**src/rtl/scpPkg.sv**
```systemverilog
package scpPkg;
  // strobes from the frame counter to the datapath
  typedef struct packed {
    logic sampleEn;  // rising edge takes a bit from sdi
    logic commit;    // rising edge completing the 16th bit
    logic loadOut;   // falling edge after the last address bit
    logic shiftOut;  // falling edges presenting the lower data bits
  } scpStrobe_t;
endpackage

```
**src/rtl/scpControl.sv**
```systemverilog
module scpControl
  import scpPkg::*;
#(
  parameter int ADDR_W = 7,
  parameter int DATA_W = 8,
  parameter int CNT_W  = $clog2(1 + ADDR_W + DATA_W + 1)
) (
  input  logic             sclk,
  input  logic             frameClr,
  output logic [CNT_W-1:0] bitCnt,
  output scpStrobe_t       strobe
);
  localparam int FRAME_LEN = 1 + ADDR_W + DATA_W;
  localparam logic [CNT_W-1:0] CNT_FULL = CNT_W'(FRAME_LEN);
  localparam logic [CNT_W-1:0] CNT_LAST = CNT_W'(FRAME_LEN - 1);
  localparam logic [CNT_W-1:0] CNT_HDR  = CNT_W'(1 + ADDR_W);

  always_ff @(posedge sclk or posedge frameClr) begin
    if (frameClr) bitCnt <= '0;
    else if (bitCnt != CNT_FULL) bitCnt <= bitCnt + 1'b1;
  end

  always_comb begin
    strobe.sampleEn = (bitCnt < CNT_FULL);
    strobe.commit   = (bitCnt == CNT_LAST);
    strobe.loadOut  = (bitCnt == CNT_HDR);
    strobe.shiftOut = (bitCnt > CNT_HDR) && (bitCnt < CNT_FULL);
  end
endmodule

```
**src/rtl/scpDatapath.sv**
```systemverilog
module scpDatapath
  import scpPkg::*;
#(
  parameter int NUM_REGS  = 24,
  parameter int ADDR_W    = 7,
  parameter int DATA_W    = 8,
  parameter int SRST_ADDR = 11,
  parameter int SRST_BIT  = 6
) (
  input  logic       sclk,
  input  logic       rstN,
  input  logic       frameClr,
  input  logic       sdi,
  input  scpStrobe_t strobe,
  output logic       sdoData,
  output logic       sdoOe
);
  localparam int SHIFT_W = ADDR_W + DATA_W;
  localparam logic [ADDR_W-1:0] SRST_A    = ADDR_W'(SRST_ADDR);
  localparam logic [DATA_W-1:0] SRST_INIT = DATA_W'(1) << SRST_BIT;

  logic [SHIFT_W-1:0] shiftQ;
  logic [DATA_W-1:0]  bank [NUM_REGS];
  logic [DATA_W-1:0]  outQ;
  logic               oeQ;

  // incoming bits, cleared whenever the frame is closed
  always_ff @(posedge sclk or posedge frameClr) begin
    if (frameClr) shiftQ <= '0;
    else if (strobe.sampleEn) shiftQ <= {shiftQ[SHIFT_W-2:0], sdi};
  end

  // write decode on the edge that brings in D0
  logic              doWrite;
  logic [ADDR_W-1:0] wrAddr;
  logic [DATA_W-1:0] wrData;
  logic              srstHit;
  logic              srstActive;
  assign wrAddr     = shiftQ[SHIFT_W-2 -: ADDR_W];
  assign wrData     = {shiftQ[DATA_W-2:0], sdi};
  assign doWrite    = strobe.commit & ~shiftQ[SHIFT_W-1];
  assign srstHit    = doWrite && (wrAddr == SRST_A);
  assign srstActive = bank[SRST_ADDR][SRST_BIT] | (srstHit & wrData[SRST_BIT]);

  always_ff @(posedge sclk or negedge rstN) begin
    if (!rstN) begin
      for (int i = 0; i < NUM_REGS; i++)
        bank[i] <= (i == SRST_ADDR) ? SRST_INIT : '0;
    end else begin
      for (int i = 0; i < NUM_REGS; i++) begin
        if (i == SRST_ADDR) begin
          if (srstHit) bank[i] <= wrData;
        end else if (srstActive) begin
          bank[i] <= '0;
        end else if (doWrite && wrAddr == ADDR_W'(i)) begin
          bank[i] <= wrData;
        end
      end
    end
  end

  // read fetch: address is complete once the header has arrived
  logic              rdDir;
  logic [ADDR_W-1:0] rdAddr;
  logic [DATA_W-1:0] rdValue;
  assign rdDir  = shiftQ[ADDR_W];
  assign rdAddr = shiftQ[ADDR_W-1:0];

  always_comb begin
    rdValue = '0;
    for (int i = 0; i < NUM_REGS; i++)
      if (rdAddr == ADDR_W'(i)) rdValue = bank[i];
  end

  always_ff @(negedge sclk or posedge frameClr) begin
    if (frameClr) begin
      outQ <= '0;
      oeQ  <= 1'b0;
    end else if (strobe.loadOut) begin
      outQ <= rdValue;
      oeQ  <= rdDir;
    end else if (strobe.shiftOut) begin
      outQ <= {outQ[DATA_W-2:0], 1'b0};
    end
  end

  assign sdoData = outQ[DATA_W-1];
  assign sdoOe   = oeQ;
endmodule

```
**src/rtl/scpSlave.sv**
```systemverilog
module scpSlave
  import scpPkg::*;
#(
  parameter int NUM_REGS  = 24,
  parameter int ADDR_W    = 7,
  parameter int DATA_W    = 8,
  parameter int SRST_ADDR = 11,
  parameter int SRST_BIT  = 6
) (
  input  logic rstN,
  input  logic sclk,
  input  logic csN,
  input  logic sdi,
  output logic sdoData,
  output logic sdoOe
);
  localparam int CNT_W = $clog2(1 + ADDR_W + DATA_W + 1);

  logic             frameClr;
  logic [CNT_W-1:0] bitCnt;
  scpStrobe_t       strobe;

  assign frameClr = csN | ~rstN;

  scpControl #(.ADDR_W(ADDR_W), .DATA_W(DATA_W), .CNT_W(CNT_W)) uCtrl (
    .sclk(sclk), .frameClr(frameClr), .bitCnt(bitCnt), .strobe(strobe)
  );

  scpDatapath #(
    .NUM_REGS(NUM_REGS), .ADDR_W(ADDR_W), .DATA_W(DATA_W),
    .SRST_ADDR(SRST_ADDR), .SRST_BIT(SRST_BIT)
  ) uData (
    .sclk(sclk), .rstN(rstN), .frameClr(frameClr), .sdi(sdi),
    .strobe(strobe), .sdoData(sdoData), .sdoOe(sdoOe)
  );
endmodule

```
**config.mk**
```make
export PLATFORM = sky130hd
export DESIGN_NAME = scpSlave
export DESIGN_NICKNAME = d
export VERILOG_FILES = /design/src/rtl/scpPkg.sv /design/src/rtl/scpControl.sv /design/src/rtl/scpDatapath.sv /design/src/rtl/scpSlave.sv
export SDC_FILE = /design/constraint.sdc
export NUM_CORES = 1
export LEC_CHECK = 0
export ABC_AREA = 1
export CAP_MARGIN = 0
export CORE_MARGIN = 1.5
export CORE_UTILIZATION = 50
export DETAILED_ROUTE_END_ITERATION = 6
export MAX_ROUTING_LAYER = met4
export PLACE_DENSITY = 0.68
export SKIP_LAST_GASP = 1
export SLEW_MARGIN = 25
export SYNTH_ARGS = -nofsm -noshare
export SYNTH_HDL_FRONTEND = slang
export SYNTH_SLANG_ARGS = --single-unit
```
**constraint.sdc**
```tcl
create_clock -name sclk -period 2.5 [get_ports sclk]
set_input_delay 0.5 -clock sclk [delete_from_list [all_inputs] [get_ports sclk]]
set_output_delay 0.5 -clock sclk [all_outputs]
set_load 0.02 [all_outputs]
```
# --- Word level (Yosys, flattened, before mapping) ---
# Index checks and enable logic that the tools add are counted.
word_totals:
  rom_bits: 0
  input_bits: 4
  n_memories: 0
  wordCells: 209
  reg_bits: 221
  latch_bits: 0
  mem_bits_rw: 0
classes:
  n_reduce_logical: 51
  n_lt_le_gt_ge: 2
  eq_ne: 49
  shifts: 0
  muxes: 72
  div: 0
  n_bitwise: 6
  multipliers: 0
  n_addsub: 1
op_table:
  columns: ["operator", "count"]
  rows:
  - ["2-to-1 mux 8 bit", 72]
  - ["equality test 7 x 4 -> 1 bit, second input constant", 16]
  - ["equality test 7 x 5 -> 1 bit, second input constant", 16]
  - ["equality test 7 x 3 -> 1 bit, second input constant", 8]
  - ["nonzero test 2 bit", 24]
  - ["equality test 7 x 2 -> 1 bit, second input constant", 4]
  - ["logical AND 1 bit", 25]
  - ["equality test 7 x 1 -> 1 bit, second input constant", 2]
  - ["logical NOT 7 bit", 2]
  - ["equality test 5 x 4 -> 1 bit, second input constant", 2]
  - ["adder 5 x 1 -> 5 bit, second input constant", 1]
  - ["> comparator 5 x 4 -> 1 bit, second input constant", 1]
  - ["< comparator 5 bit, second input constant", 1]
  - ["inequality test 5 bit, second input constant", 1]
  - ["bitwise AND 1 bit", 2]
  - ["NOT 1 bit", 2]
  - ["OR 1 bit", 2]

# --- Longest topological paths before layout ---
logic_depth:
  depth_word: 26
  ltp_mapped: 20
  ltp_nobuf: 20

# --- Modules after synthesis ---
# A second synthesis with hierarchy kept.
hier_totals:
  hier_cells: 1259
  hier_area_um2: 10154.7
modules_own_cells:
  columns: ["mod", "seq_area_each_um2", "cells_each", "instances", "area_each_um2"]
  rows:
  - ["scpDatapath", 5406.4, 1221, 1, 9850.7]
  - ["scpControl", 125.1, 36, 1, 296.5]
  - ["scpSlave", 0.0, 2, 1, 7.5]

==> flow_summary_export.csv <==
group,metric,value,unit
status,run_status,"finished, violations left",
status,violations_in_the_final_reports,"setup timing",
logic_synthesis,synthesized_nets,1267,
sta,setup_repair_after_global_routing_missed_its_margin,"yes",
setup_path,timing.critical_path.depth,22,
sta,setup_slack,-1.55,ns
sta,maximum_clock_skew_at_final_layout,0.0207,ns
logic_synthesis,ys_warn_count,0,
power,vdd_ir_max,361,uV
clock_tree,cts_tree,"done",
sta,max_slew.worst_pin.slew,0.838,ns
grt,globalRoute.totalOverflow,0,
final_layout,stdcell_count,1725,
floorplan,io_pins,6,
setup_path,max_stage_delay,0.46,ns
detailed_routing,vias,10100,
floorplan,core,19600,um^2
detailed_routing,route.antenna.remaining_nets,0,
grt,first_global_vias,8742,
grt,antenna_found_initial,0,
power,powerDensity,557,nW/um^2
setup_path,worst-r2r-cell-count,22,
logic_synthesis,synth_cell_types,31,
sta,slew_violations,0,
logic_synthesis,ys_top_cells_by_area,"sky130_fd_sc_hd__dfrtp_1 52%, sky130_fd_sc_hd__nand2_1 15%, sky130_fd_sc_hd__o21ai_0 11%, sky130_fd_sc_hd__nor2_1 3.8%, sky130_fd_sc_hd__inv_1 3.2%",
clock_tree,clkLatencyLatePin,0.54,ns
final_layout,layout.nets,1453,
sta,final_hold_viol_count,0,
floorplan,die_x,145,um
clock_tree,cts_buffers,24,
power,fin_total_pwr,7.93,mW
setup_path,crit_fanout,7,
sta,timing.hold.ws,0.117,ns
detailed_routing,post_drt_wl_per_cell,21.6,um
setup_path,path_cells,"buf_4 > nand2_4 > inv_2 > nand2_4 > nor2_4 > inv_2 > buf_4 > nor2_1 > nor2_1 > nand3_1 > nand2_1 > nand4_1 > nor2_2 > nand3_1 > nor2_1 > nand3_1 > nand2_1 > nand3_1 > nand2_1 > nand4_1 > nand2_1 > a21oi_1",
detailed_routing,drt-total-wl,37.3,mm
grt,grt_first_pass_wirelength,47.7,mm
setup_path,cell_family_with_most_cp_delay,"simple AND/OR/NAND/NOR gates",
floorplan,floorplan.initialDensity,51.4,%
setup_path,critical_path.endpoint_type,"flop",
setup_path,setup.worst_path.start_class,"flop",
floorplan,design.die.area,21000,um^2
clock_tree,h-tree-depth,1,
detailed_routing,initialDrtViolationCount,1334,
setup_path,setup.worst_path.class,"reg -> reg",
sta,setup-violations-final,168,
logic_synthesis,ys_seq_elements,221,
logic_synthesis,synth-main-ff-cell,"sky130_fd_sc_hd__dfrtp_1",
final_layout,antenna_cells,0,
logic_synthesis,synth-seq-area-share,54.9,%
logic_synthesis,count_of_mapped_cells_out_of_synthesis,1260,
setup_path,timing.critical_path.buf_inv,4,
clock_tree,clk_root_buffer_cell,"sky130_fd_sc_hd__clkbuf_16",
clock_tree,clock_tree.buffer_depth,3,
detailed_routing,drcViolationCount,0,
final_layout,area_growth,41.3,%
floorplan,dieHeight,145,um
logic_synthesis,avgSynthCellArea,8.00,um^2
logic_synthesis,mapped_area,10100,um^2
setup_path,critical_path_arrival,3.17,ns
power,cellLeakagePower,6.62,nW
placed_design,dpl.hpwl,18.5,mm
detailed_routing,vias_per_cell,5.88,
placed_design,place_congestion,0.948,
placed_design,detailed_place.area,11300,um^2
floorplan,core.rowCount,51,
sta,max_slew_margin_vs_limit,44.1,%
setup_path,critical-path-slowest-cell,"sky130_fd_sc_hd__dfrtp_2",
placed_design,io_buffer_count,5,
final_layout,stdcell_area,14200,um^2
detailed_routing,dr.pass1.iters,5,
logic_synthesis,async_set_reset_flop_share_out_of_synthesis,100,%
clock_tree,clkSinkCount,221,
logic_synthesis,synth_top_cell_by_area,"sky130_fd_sc_hd__dfrtp_1",
grt,global_route.usage.total,29.6,%
clock_tree,clk_pin_slew_worst_paths,0.07,ns
placed_design,dpl.cell_count,1602,
logic_synthesis,synth_edf_count,0,
min_path,hp-class,"in -> async",
grt,grt_max_degree,127,
final_layout,drive_gt1_share,31.4,%
logic_synthesis,post-synth-top-area-fraction,52.4,%
clock_tree,postCtsHoldBufs,0,
run,max_cap_viol_count,0,
setup_path,timing.critical_path.required,1.62,ns
==> kinds of logic (layout without fill, tap and decap cells) <==
| kind of cell | Yosys count | count (layout) | share of synthesized area (%) |
|---|---|---|---|
| buf+inv | 154 | 354 | 6.00 |
| compound gates | 260 | 260 | 13.0 |
| flops | 221 | 221 | 54.9 |
| xor+xnor | 2 | 2 | 0.174 |
| fa+ha+maj | 3 | 3 | 0.372 |
| simple gates | 620 | 620 | 25.6 |
==> what timing repair did <==
item                                    in CTS  in global routing
cloned                                       8                 18
pin swaps                                   22                 60
setup buffers                               27                 41
endpoints found under the setup margin     195                195
resized for setup                          127                295
==> power breakdown <==
group          switching (mW)  total (mW)  internal [mW]
clock network            1.47        3.41           1.94
logic                   0.432       0.714          0.282
registers              0.0984        3.81           3.71
==> sequential cells by signal (all words and copies together), names as in the netlist <==
signal	flops
uData.outQ	8
uData.sdoOe	1
uData.shiftQ	15
uCtrl.bitCnt	5
uData.bank	192
==> synth_stat cells (3+ instances only) <==
library cell                 n
sky130_fd_sc_hd__or2_1       4
sky130_fd_sc_hd__a21oi_1    36
sky130_fd_sc_hd__buf_2      15
sky130_fd_sc_hd__nor2_2     11
sky130_fd_sc_hd__nand4_1    24
sky130_fd_sc_hd__dfrtn_1     9
sky130_fd_sc_hd__o21ai_0   213
sky130_fd_sc_hd__clkbuf_1   31
sky130_fd_sc_hd__nor2_4      3
sky130_fd_sc_hd__nor2_1    103
sky130_fd_sc_hd__o21ai_1     3
sky130_fd_sc_hd__nand3_1    31
sky130_fd_sc_hd__nand2_1   406
sky130_fd_sc_hd__inv_2      19
sky130_fd_sc_hd__or2_0       3
sky130_fd_sc_hd__a31oi_1     7
sky130_fd_sc_hd__inv_1      86
sky130_fd_sc_hd__nor4_1      7
sky130_fd_sc_hd__nor3_1     13
sky130_fd_sc_hd__dfrtp_1   211
sky130_fd_sc_hd__or2_2      10
sky130_fd_sc_hd__ha_1        3
==> routing by layer <==
layer | global-route usage (%) | share of wire (%) | wire length, um
met1 | 42.5 | 39 | 14600
met2 | 42.4 | 45 | 16600
met3 | 4.72 | 11 | 3970
met4 | 10.9 | 5.7 | 2140
met5 | - | 0 | 0
==> path summary, 6_finish.rpt <==
path | from | end | slack (ns)
min in group sclk | uData.bank[74] | uData.bank[74] | 0.48
max reg2reg | uData.shiftQ[1] | uData.outQ[6] | -1.55
max | uData.shiftQ[1] | uData.outQ[6] | -1.55
min | rstN | uData.bank[95] | 0.12
min reg2reg | uData.bank[74] | uData.bank[74] | 0.48
max in group asynchronous | csN | uData.outQ[2] | 0.72
==> cells in the final DEF (no fill, tap or decap), types with 10 or more instances in the layout <==
cell                        count
sky130_fd_sc_hd__nand2_2       32
sky130_fd_sc_hd__nand3_1       25
sky130_fd_sc_hd__nand4_1       24
sky130_fd_sc_hd__or2_2         10
sky130_fd_sc_hd__inv_2         20
sky130_fd_sc_hd__nor2_1        65
sky130_fd_sc_hd__buf_12        27
sky130_fd_sc_hd__nor2_4        34
sky130_fd_sc_hd__buf_4        122
sky130_fd_sc_hd__clkbuf_16     38
sky130_fd_sc_hd__nor2_2        18
sky130_fd_sc_hd__inv_1         75
sky130_fd_sc_hd__dfrtp_1      209
sky130_fd_sc_hd__o21ai_0      127
sky130_fd_sc_hd__nand2_1      359
sky130_fd_sc_hd__buf_6         30
sky130_fd_sc_hd__o21ai_2       40
sky130_fd_sc_hd__a21oi_1       33
sky130_fd_sc_hd__o21ai_1       48
sky130_fd_sc_hd__nand2_4       15
==> final cells by class <==
cell class                      instances  area, um^2
Clock buffer                           36         707
Clock inverter                          4        25.0
Fill cell                            1305        5350
Inverter                              107         443
Multi-Input combinational cell        885        4850
Sequential cell                       221        5530
Tap cell                              265         332
Timing Repair Buffer                  207        2350
==> metrics by stage <==
stage / setup TNS (ns) / worst slack, ns / util [%]
final: -25.69 / -1.55 / 72.7
after global routing: -37.43 / -1.65 / 72.7
after CTS: -18.84 / -1.22 / 65.4
after detailed placement: -36.06 / -1.31 / 57.9
after global placement: -34.19 / -1.32 / 57.9
after floorplan: -5.65 / -0.749 / -
Note: power is estimated with default switching activity, not from simulation.
